<file path="config.mk">
export PLATFORM = sky130hd
export DESIGN_NAME = tlbr_range_calc
export DESIGN_NICKNAME = d
export VERILOG_FILES = /design/src/rtl/tlbr_pkg.sv /design/src/rtl/tlbr_wide_sel.sv /design/src/rtl/tlbr_front.sv /design/src/rtl/tlbr_back.sv /design/src/rtl/tlbr_range_calc.sv
export SDC_FILE = /design/constraint.sdc
export NUM_CORES = 1
export LEC_CHECK = 0
export ABC_AREA = 1
export ABC_CLOCK_PERIOD_IN_PS = 5420
export BUFFER_PORTS_ARGS = -buffer_cell sky130_fd_sc_hd__buf_2
export CAP_MARGIN = 10
export CORE_ASPECT_RATIO = 0.5
export CORE_MARGIN = 2
export CORE_UTILIZATION = 45
export DETAILED_ROUTE_END_ITERATION = 12
export PLACE_DENSITY = 0.7
export SLEW_MARGIN = 10
export SYNTH_ARGS = -nofsm -noshare
export SYNTH_HDL_FRONTEND = slang
export SYNTH_SLANG_ARGS = --single-unit
</file>
<file path="constraint.sdc">
create_clock -name clk -period 5.42 [get_ports clk]
set_input_delay 0.271 -clock clk [delete_from_list [all_inputs] [get_ports clk]]
set_output_delay 0.271 -clock clk [all_outputs]
set_load 0.02 [all_outputs]
</file>
<file path="src/rtl/tlbr_pkg.sv">
package tlbr_pkg;

    typedef enum logic [1:0] {
        GR_NONE = 2'b00,
        GR_4K   = 2'b01,
        GR_16K  = 2'b10,
        GR_64K  = 2'b11
    } gran_e;

    typedef enum logic [1:0] {
        RG_GUEST  = 2'b00,
        RG_HOSTED = 2'b01,
        RG_HYP    = 2'b10,
        RG_MON    = 2'b11
    } regime_e;

    // log2 of the page size selected by a granule code
    function automatic logic [4:0] gran_shift(input logic [1:0] g);
        case (g)
            GR_4K:   gran_shift = 5'd12;
            GR_16K:  gran_shift = 5'd14;
            GR_64K:  gran_shift = 5'd16;
            default: gran_shift = 5'd0;
        endcase
    endfunction

endpackage

</file>
<file path="src/rtl/tlbr_wide_sel.sv">
module tlbr_wide_sel
    import tlbr_pkg::*;
(
    input  logic [1:0] regime_i,
    input  logic       feat_i,
    input  logic       ctl_b32_i,
    input  logic       ctl_b59_i,
    output logic       wide_o
);
    logic upper_regime;

    always_comb begin
        upper_regime = (regime_i == RG_MON) || (regime_i == RG_HYP);
        if (!feat_i) begin
            wide_o = 1'b0;
        end else if (upper_regime) begin
            wide_o = ctl_b32_i;
        end else begin
            wide_o = ctl_b59_i;
        end
    end
endmodule

</file>
<file path="src/rtl/tlbr_front.sv">
module tlbr_front
    import tlbr_pkg::*;
#(
    parameter int OP_W     = 64,
    parameter int ADDR_W   = 64,
    parameter int BASE_W   = 37,
    parameter int CNT_W    = 5,
    parameter int SCL_W    = 2,
    parameter int GR_LSB   = 46,
    parameter int SCL_LSB  = 44,
    parameter int CNT_LSB  = 39,
    parameter int WIDE_POS = 16
) (
    input  logic [OP_W-1:0]   operand_i,
    input  logic              wide_i,
    output logic              ok_o,
    output logic [1:0]        gran_o,
    output logic [ADDR_W-1:0] start_o,
    output logic [ADDR_W-1:0] len_o
);
    localparam int EXT_W = ADDR_W - BASE_W;
    localparam int PAD_W = ADDR_W - CNT_W;
    localparam int SH_W  = 7;

    logic [1:0]        gran;
    logic [SCL_W-1:0]  scl;
    logic [CNT_W-1:0]  cnt;
    logic [BASE_W-1:0] base;
    logic [ADDR_W-1:0] base_ext;
    logic [4:0]        gsh;
    logic [4:0]        place_sh;
    logic [SH_W-1:0]   len_sh;
    logic [ADDR_W-1:0] cnt_p1;
    logic              unused_bits;

    assign gran = operand_i[GR_LSB +: 2];
    assign scl  = operand_i[SCL_LSB +: SCL_W];
    assign cnt  = operand_i[CNT_LSB +: CNT_W];
    assign base = operand_i[BASE_W-1:0];

    // operand bits outside the decoded fields
    assign unused_bits = ^{operand_i[OP_W-1:GR_LSB+2], operand_i[CNT_LSB-1:BASE_W]};

    // sign fill of the base from its top bit
    generate
        if (EXT_W > 0) begin : g_ext
            assign base_ext = {{EXT_W{base[BASE_W-1]}}, base};
        end else begin : g_noext
            assign base_ext = base[ADDR_W-1:0];
        end
    endgenerate

    always_comb begin
        gsh      = gran_shift(gran);
        ok_o     = (gran != GR_NONE);
        gran_o   = gran;
        place_sh = (wide_i || gran == GR_64K) ? 5'(WIDE_POS) : gsh;
        len_sh   = SH_W'(scl) * SH_W'(5) + SH_W'(1) + SH_W'(gsh);
        cnt_p1   = {{PAD_W{1'b0}}, cnt} + ADDR_W'(1);
        if (ok_o) begin
            start_o = base_ext << place_sh;
            len_o   = cnt_p1 << len_sh;
        end else begin
            start_o = '0;
            len_o   = '0;
        end
    end
endmodule

</file>
<file path="src/rtl/tlbr_back.sv">
module tlbr_back #(
    parameter int ADDR_W  = 64,
    parameter int SAT_BIT = 52
) (
    input  logic [ADDR_W-1:0] start_i,
    input  logic [ADDR_W-1:0] len_i,
    output logic [ADDR_W-1:0] end_o
);
    logic [ADDR_W-1:0] sum;
    logic              crossed;

    assign sum     = start_i + len_i;
    assign crossed = sum[SAT_BIT] ^ start_i[SAT_BIT];

    // clamp: sign of start above the boundary, ones below it
    generate
        for (genvar i = 0; i < ADDR_W; i++) begin : g_bit
            if (i >= SAT_BIT) begin : g_hi
                assign end_o[i] = crossed ? start_i[SAT_BIT] : sum[i];
            end else begin : g_lo
                assign end_o[i] = crossed ? 1'b1 : sum[i];
            end
        end
    endgenerate
endmodule

</file>
<file path="src/rtl/tlbr_range_calc.sv">
module tlbr_range_calc
    import tlbr_pkg::*;
#(
    parameter int OP_W     = 64,
    parameter int ADDR_W   = 64,
    parameter int BASE_W   = 37,
    parameter int CNT_W    = 5,
    parameter int SCL_W    = 2,
    parameter int GR_LSB   = 46,
    parameter int SCL_LSB  = 44,
    parameter int CNT_LSB  = 39,
    parameter int WIDE_POS = 16,
    parameter int SAT_BIT  = 52
) (
    input  logic              clk,
    input  logic              rst_n,
    input  logic              in_valid,
    output logic              in_ready,
    input  logic [OP_W-1:0]   in_operand,
    input  logic [1:0]        in_regime,
    input  logic              in_feat52,
    input  logic              in_ctl_b32,
    input  logic              in_ctl_b59,
    output logic              out_valid,
    input  logic              out_ready,
    output logic              out_ok,
    output logic [1:0]        out_gran,
    output logic [ADDR_W-1:0] out_start,
    output logic [ADDR_W-1:0] out_end
);
    typedef struct packed {
        logic              v;
        logic              ok;
        logic [1:0]        gran;
        logic [ADDR_W-1:0] start;
        logic [ADDR_W-1:0] len;
    } st1_t;

    typedef struct packed {
        logic              v;
        logic              ok;
        logic [1:0]        gran;
        logic [ADDR_W-1:0] start;
        logic [ADDR_W-1:0] fin;
    } st2_t;

    typedef struct packed {
        st1_t a;
        st2_t b;
    } pipe_t;

    pipe_t             pipe_d, pipe_q;
    logic              wide;
    logic              f_ok;
    logic [1:0]        f_gran;
    logic [ADDR_W-1:0] f_start;
    logic [ADDR_W-1:0] f_len;
    logic [ADDR_W-1:0] b_end;
    logic              take_b;

    tlbr_wide_sel u_wide (
        .regime_i  (in_regime),
        .feat_i    (in_feat52),
        .ctl_b32_i (in_ctl_b32),
        .ctl_b59_i (in_ctl_b59),
        .wide_o    (wide)
    );

    tlbr_front #(
        .OP_W     (OP_W),
        .ADDR_W   (ADDR_W),
        .BASE_W   (BASE_W),
        .CNT_W    (CNT_W),
        .SCL_W    (SCL_W),
        .GR_LSB   (GR_LSB),
        .SCL_LSB  (SCL_LSB),
        .CNT_LSB  (CNT_LSB),
        .WIDE_POS (WIDE_POS)
    ) u_front (
        .operand_i (in_operand),
        .wide_i    (wide),
        .ok_o      (f_ok),
        .gran_o    (f_gran),
        .start_o   (f_start),
        .len_o     (f_len)
    );

    tlbr_back #(
        .ADDR_W  (ADDR_W),
        .SAT_BIT (SAT_BIT)
    ) u_back (
        .start_i (pipe_q.a.start),
        .len_i   (pipe_q.a.len),
        .end_o   (b_end)
    );

    always_comb begin
        pipe_d   = pipe_q;
        take_b   = !pipe_q.b.v || out_ready;
        in_ready = !pipe_q.a.v || take_b;

        if (take_b) begin
            pipe_d.b.v = pipe_q.a.v;
            if (pipe_q.a.v) begin
                pipe_d.b.ok    = pipe_q.a.ok;
                pipe_d.b.gran  = pipe_q.a.gran;
                pipe_d.b.start = pipe_q.a.start;
                pipe_d.b.fin   = b_end;
            end
        end

        if (in_ready) begin
            pipe_d.a.v = in_valid;
            if (in_valid) begin
                pipe_d.a.ok    = f_ok;
                pipe_d.a.gran  = f_gran;
                pipe_d.a.start = f_start;
                pipe_d.a.len   = f_len;
            end
        end
    end

    always_ff @(posedge clk) begin
        if (!rst_n) begin
            pipe_q <= '0;
        end else begin
            pipe_q <= pipe_d;
        end
    end

    assign out_valid = pipe_q.b.v;
    assign out_ok    = pipe_q.b.ok;
    assign out_gran  = pipe_q.b.gran;
    assign out_start = pipe_q.b.start;
    assign out_end   = pipe_q.b.fin;
endmodule

</file>
---- Word-level counts from Yosys, hierarchy flattened ----
Index checks and enable logic that the tools add are counted.
cells by class
  $mul .................................... 1
  shift operators ......................... 2
  $add $sub $neg .......................... 4
  equality and inequality tests ........... 5
  reduce and logical (&&, ||, !) cells .... 9
  mux-type cells .......................... 70
  magnitude comparators ................... 0
  divide/modulo/power cells ............... 0
  bitwise operators ....................... 1
operator list
  operator                                                                count
  64-bit 2-to-1 mux                                                       2
  1-bit 2-to-1 mux                                                        66
  64-bit adder                                                            1
  64-bit by 5-bit left shift with 64-bit output                           1
  64-bit by 7-bit left shift with 64-bit output                           1
  5-bit one-hot mux with 3 select lines                                   1
  5-bit by 1-bit adder with 6-bit output (second input constant)          2
  2-bit equality test (second input constant)                             4
  7-bit by 5-bit adder with 7-bit output                                  1
  2-bit by 3-bit multiplier with 5-bit output (second input constant)     1
  5-bit 2-to-1 mux                                                        1
  1-bit logical OR                                                        4
  2-bit AND reduction                                                     2
  2-bit by 1-bit equality test with 1-bit output (second input constant)  1
  1-bit zero test                                                         2
  2-bit nonzero test                                                      1
  1-bit XOR                                                               1
storage, ports and cells
  logic and storage cells ................. 102
  output and inout bits ................... 133
  ROM bits ................................ 0
  bits in latches ......................... 0
  RAM bits ................................ 0
  memories kept ........................... 0
  input port bits ......................... 73
  bits in registers ....................... 264

---- Longest topological paths before layout ----
  depth after elaboration ................. 8
  depth in mapped cells ................... 23
  depth with buffers taken out ............ 21

---- Modules after synthesis ----
Synthesis repeated with hierarchy kept, for this count alone.
unflattened totals
  cell total of the unflattened synthesis .. 3565
  area total of the unflattened synthesis .. 20912.6 um^2
by module, submodules not included
  module           times used  area an instance (um^2)  cells an instance  sequential area each (um^2)
  tlbr_range_calc  1           12139.1                  1712               5285.1
  tlbr_back        1           6070.8                   1294               0.0
  tlbr_front       1           2683.8                   554                0.0
  tlbr_wide_sel    1           18.8                     5                  0.0

---- Least setup slack after synthesis ----
Ideal clock, no wire load.
  path kind ............................... register to register
  start ................................... register pipe_q[132] (netlist name)
  end ..................................... register pipe_q (netlist bit out_end[53])
  clock period less this slack ............ 3.055 ns
  path buffers ............................ 2
  library setup time ...................... 0.128 ns
  setup slack ............................. 2.365 ns
  required time ........................... 5.292 ns
  stages on the path, launching flop included .. 21
  data arrival time ....................... 2.926 ns
  cell sequence ........................... dfxtp_1 > ha_1 > fa_1 > nand3_1 > nand3_1 > nand3_1 > nand2_1 > nand2_1 > nand2_2 > nand2_1 > nand2_1 > a21oi_2 > inv_1 > nand2_1 > nand2_1 > ha_1 > nand2_1 > buf_2 > o21ai_0 > clkbuf_1 > a21oi_1
between the ends
  cells in the longest elaborated chain, start to end .. 3
RTL lines
  what                    RTL line                RTL
  start, declared         tlbr_range_calc.sv:52   pipe_t pipe_d, pipe_q;
  start signal, assigned  tlbr_range_calc.sv:127  pipe_q <= pipe_d;
  64-bit adder *          tlbr_back.sv:12         assign sum = start_i + len_i;
  1-bit XOR               tlbr_back.sv:13         assign crossed = sum[SAT_BIT] ^ start_i[SAT_BIT];
  1-bit 2-to-1 mux *      tlbr_back.sv:19         assign end_o[i] = crossed ? start_i[SAT_BIT] : sum[i];
Mark *: on every way between the ends. The rest lies on a longest branch, timed or not.
A chain may end at the register's enable or synchronous reset.

---- Final worst setup path ----
  start ................................... register pipe_q[132] (netlist name)
  end ..................................... register pipe_q (netlist bit out_end[48])
between the ends
  cells in the longest elaborated chain, start to end .. 3
RTL lines
  what                RTL line         RTL
  64-bit adder *      tlbr_back.sv:12
  1-bit XOR           tlbr_back.sv:13
  1-bit 2-to-1 mux *  tlbr_back.sv:21  assign end_o[i] = crossed ? 1'b1 : sum[i];
Marks and branches as above.

==> results.toml <==
[setup_path]
cp-end-kind = "flip-flop"
cp-start-kind = "flip-flop"
r2r_end = "out_end[48]"
arrival_ns = 4.68
worstReg2RegStart = "pipe_q[132]"
cpLargestDelayFamily = "simple AND/OR/NAND/NOR gates"
critical_path_depth = 21
cp_max_fo = 32
crit_start = "pipe_q[132]"
endpoint = "out_end[48]"
path_cells = "ha_1 > fa_1 > nand3_1 > nand3_1 > nand3_1 > nand2_1 > nand2_1 > nand2_2 > nand2_1 > nand2_1 > a21oi_2 > inv_1 > nand2_1 > nand2_1 > ha_1 > nand2_1 > inv_1 > buf_4 > nand3_1 > nand2_1 > inv_1"
r2r_cells = 21
path_common_cell = "nand2_1"
cp.required_ns = 5.90
r2r_slack_ns = 1.22
worst_path_largest_cell_delay_ns = 0.64
critical_path_class = "reg -> reg"
crit_buf_inv = 4
crit_slowest_cell = "ha_1"

[sta]
fin_crit_sh_pct = 77.5
fmax_mhz = 238
skew_ns = 0.0169
worst_pin_slew_ns = 1.11
slew_headroom_pct = 25.8
hold_viol = 0
fin_crit_ns = 4.20
tns_ns = 0
maxSlewViolCount = 0
setup_viol = 0
rsz0062_at_grt = "false"

[clocking]
postCtsSetupBuffers = 0
cts_root_buf = "clkbuf_16"
cts_tree = "built"
htree_levels = 1
insertion_delay_ns = 0.59
ctsHoldBuffers = 5
cts_resized = 0
cts-buffers-inserted = 27
path_clk_slew_ns = 0.07
cts_buffer_depth = 3
cts.sinks = 264

[detailed_routing]
drt_iter0_markers = 1952
wire_per_inst_um = 17.9
met2_length_um = 23800
first_pass_iters = 6
highest_layer = "met4"
ant_nets = 0
vias_per_cell = 5.26
route.detailed.drc = 0
vias = 18200
wl_met1_um = 30800
postRouteWirelength_um = 61800
wl_met3_um = 6340

[synth]
syn_inst = 2913
syn-cell-area_sq_mm = 0.0179
yosysTopAreaCell = "dfxtp_1"
yosysMostFrequentCell = "nand2_1"
yosysWarnings = 0
synth.area.top_cells = "dfxtp_1 (30%), nand2_1 (19%), inv_1 (8.7%)"
synth_ff_type = "dfxtp_1"
synth-edff-count = 0
synth_top_area_share_pct = 29.6
synth-seq-cells = 264
ys_types = 53
yosysSeqAreaShare_pct = 29.6
synth_common_cells = "nand2_1 (906), inv_1 (413), nor2_1 (292)"
postSynthAreaPerCell_sq_um = 6.13
async_flop_share_pct = 0
synth_nets = 3064

[min_path]
hp-class = "in -> reg"

[global_routing]
grt_pass1_wl_um = 91900
track_usage_pct = 29.0
grt_max_degree = 100
grt_remaining_overflow = 0
grt_pass1_vias = 15400
grt_antenna_before_repair = 0

[floorplanning]
die_x_um = 286
start_util_pct = 45.8
io_pins = 206
dieArea_sq_mm = 0.0414
core-area_sq_mm = 0.0390
num_rows = 51
fp.dieH_um = 145

[layout]
drive_above_1_share_pct = 10.4
syn_to_final_growth_pct = 7.08
nNetsFinal = 3060
fillers = 4128
diodes = 0
final_cells = 3460

[place]
place_hpwl_um = 47800
place_congestion = 0.973
dp_cells = 3405
portBuffers = 186

[status]
status = "finished, final reports clean"

[flow_run]
drv_cap = 0

[power_and_ir_drop]
power_density_mw_per_mm2 = 278
peakVddDrop_uv = 195
leakagePower_uw = 0.00975
[state kept, by name, summed over array words and instances (netlist names)]
register and count:
out_start 64, out_valid 1, out_gran 2, pipe_q 132, out_ok 1, out_end 64
[metal layers]
| layer | vias to the layer above | track usage [%] |
|---|---|---|
| met1 | 8399 | 45.9 |
| li1 | 9022 | - |
| met5 | - | 0 |
| met3 | 56 | 5.94 |
| met2 | 735 | 40.2 |
| met4 | 0 | 3.86 |
[worst reg2reg max path, stage by stage, from the launching register on]
cell and delay (ns):
dfxtp_1 0.32, ha_1 0.28, fa_1 0.51, nand3_1 0.13, nand3_1 0.13, nand3_1 0.11
nand2_1 0.14, nand2_1 0.11, nand2_2 0.12, nand2_1 0.09, nand2_1 0.10, a21oi_2 0.19
inv_1 0.08, nand2_1 0.06, nand2_1 0.05, ha_1 0.64, nand2_1 0.15, inv_1 0.09
buf_4 0.38, nand3_1 0.27, nand2_1 0.12, inv_1 0.04
[where the power goes]
group | leakage [uW] | switching, uW | internal, uW
Sequential | 0.00216 | 109 | 2060
Combinational | 0.00712 | 752 | 305
Clock | 0.000468 | 894 | 1200
[cell usage in the layout, fill, tap and decap left out, types with 6 or more instances in the layout]
| cell type | Yosys | layout |
|---|---|---|
| ha_1 | 76 | 76 |
| buf_4 | 136 | 15 |
| nand2_1 | 906 | 905 |
| o21a_1 | 12 | 12 |
| nor3_1 | 11 | 11 |
| clkbuf_8 | 0 | 6 |
| a21oi_1 | 205 | 205 |
| nand4_1 | 25 | 25 |
| buf_2 | 25 | 185 |
| nor2_2 | 10 | 10 |
| a31oi_1 | 14 | 14 |
| or2_0 | 6 | 6 |
| nand2_2 | 8 | 8 |
| inv_1 | 413 | 412 |
| o21ai_1 | 14 | 14 |
| nor2_1 | 292 | 292 |
| nand3_1 | 166 | 166 |
| clkbuf_16 | 0 | 27 |
| o211ai_1 | 43 | 43 |
| o21ai_0 | 130 | 130 |
| dfxtp_1 | 264 | 264 |
[metrics by stage]
| step | hold slack [ns] | util (%) | area, sq um | power [uW] | worst slack [ns] |
|---|---|---|---|---|---|
| after floorplan | 0.423 | - | 17900 | 2960 | 2.37 |
| after global placement | 0.453 | 46.4 | 18100 | 3220 | 1.33 |
| after detailed placement | 0.455 | 46.4 | 18100 | 3230 | 1.30 |
| after CTS | 0.00139 | 49.0 | 19100 | 5300 | 1.29 |
| after global routing | 0.0116 | 49.0 | 19100 | 5510 | 0.963 |
| final | 0.0140 | 49.0 | 19100 | 5320 | 1.22 |
[cells by family after synthesis]
logic type,synth area share [%]
and+or+nand+nor,33.4
DFF,29.6
AOI/OAI and AO/OA,14.0
buffers and inverters,17.2
xor gates and xnor gates,0.245
adders and majority gates,5.55
[cell type report]
| type | count | area [sq um] | share of cell area, % |
|---|---|---|---|
| Multi-Input combinational cell | 1988 | 9520 | 49.8 |
| Sequential cell | 264 | 5290 | 27.6 |
| Inverter | 423 | 1600 | 8.34 |
| Timing Repair Buffer | 205 | 1090 | 5.69 |
| Clock buffer | 37 | 773 | 4.04 |
| Tap cell | 530 | 663 | 3.47 |
| Clock inverter | 13 | 191 | 1.00 |
[worst min-delay path by stage]
stage                         startpoint           to  slack [ns]  depth (start not counted)
after global routing      in_operand[11]  pipe_q[223]        0.01                          3
after floorplan           in_operand[47]  pipe_q[261]        0.42                          2
after CTS                  in_operand[7]  pipe_q[219]       0.001                          3
final                     in_operand[11]  pipe_q[223]        0.01                          3
after detailed placement     pipe_q[262]  pipe_q[262]        0.45                          2
after global placement       pipe_q[262]  pipe_q[262]        0.45                          2
No activity file was read; power rests on OpenSTA's default activity.
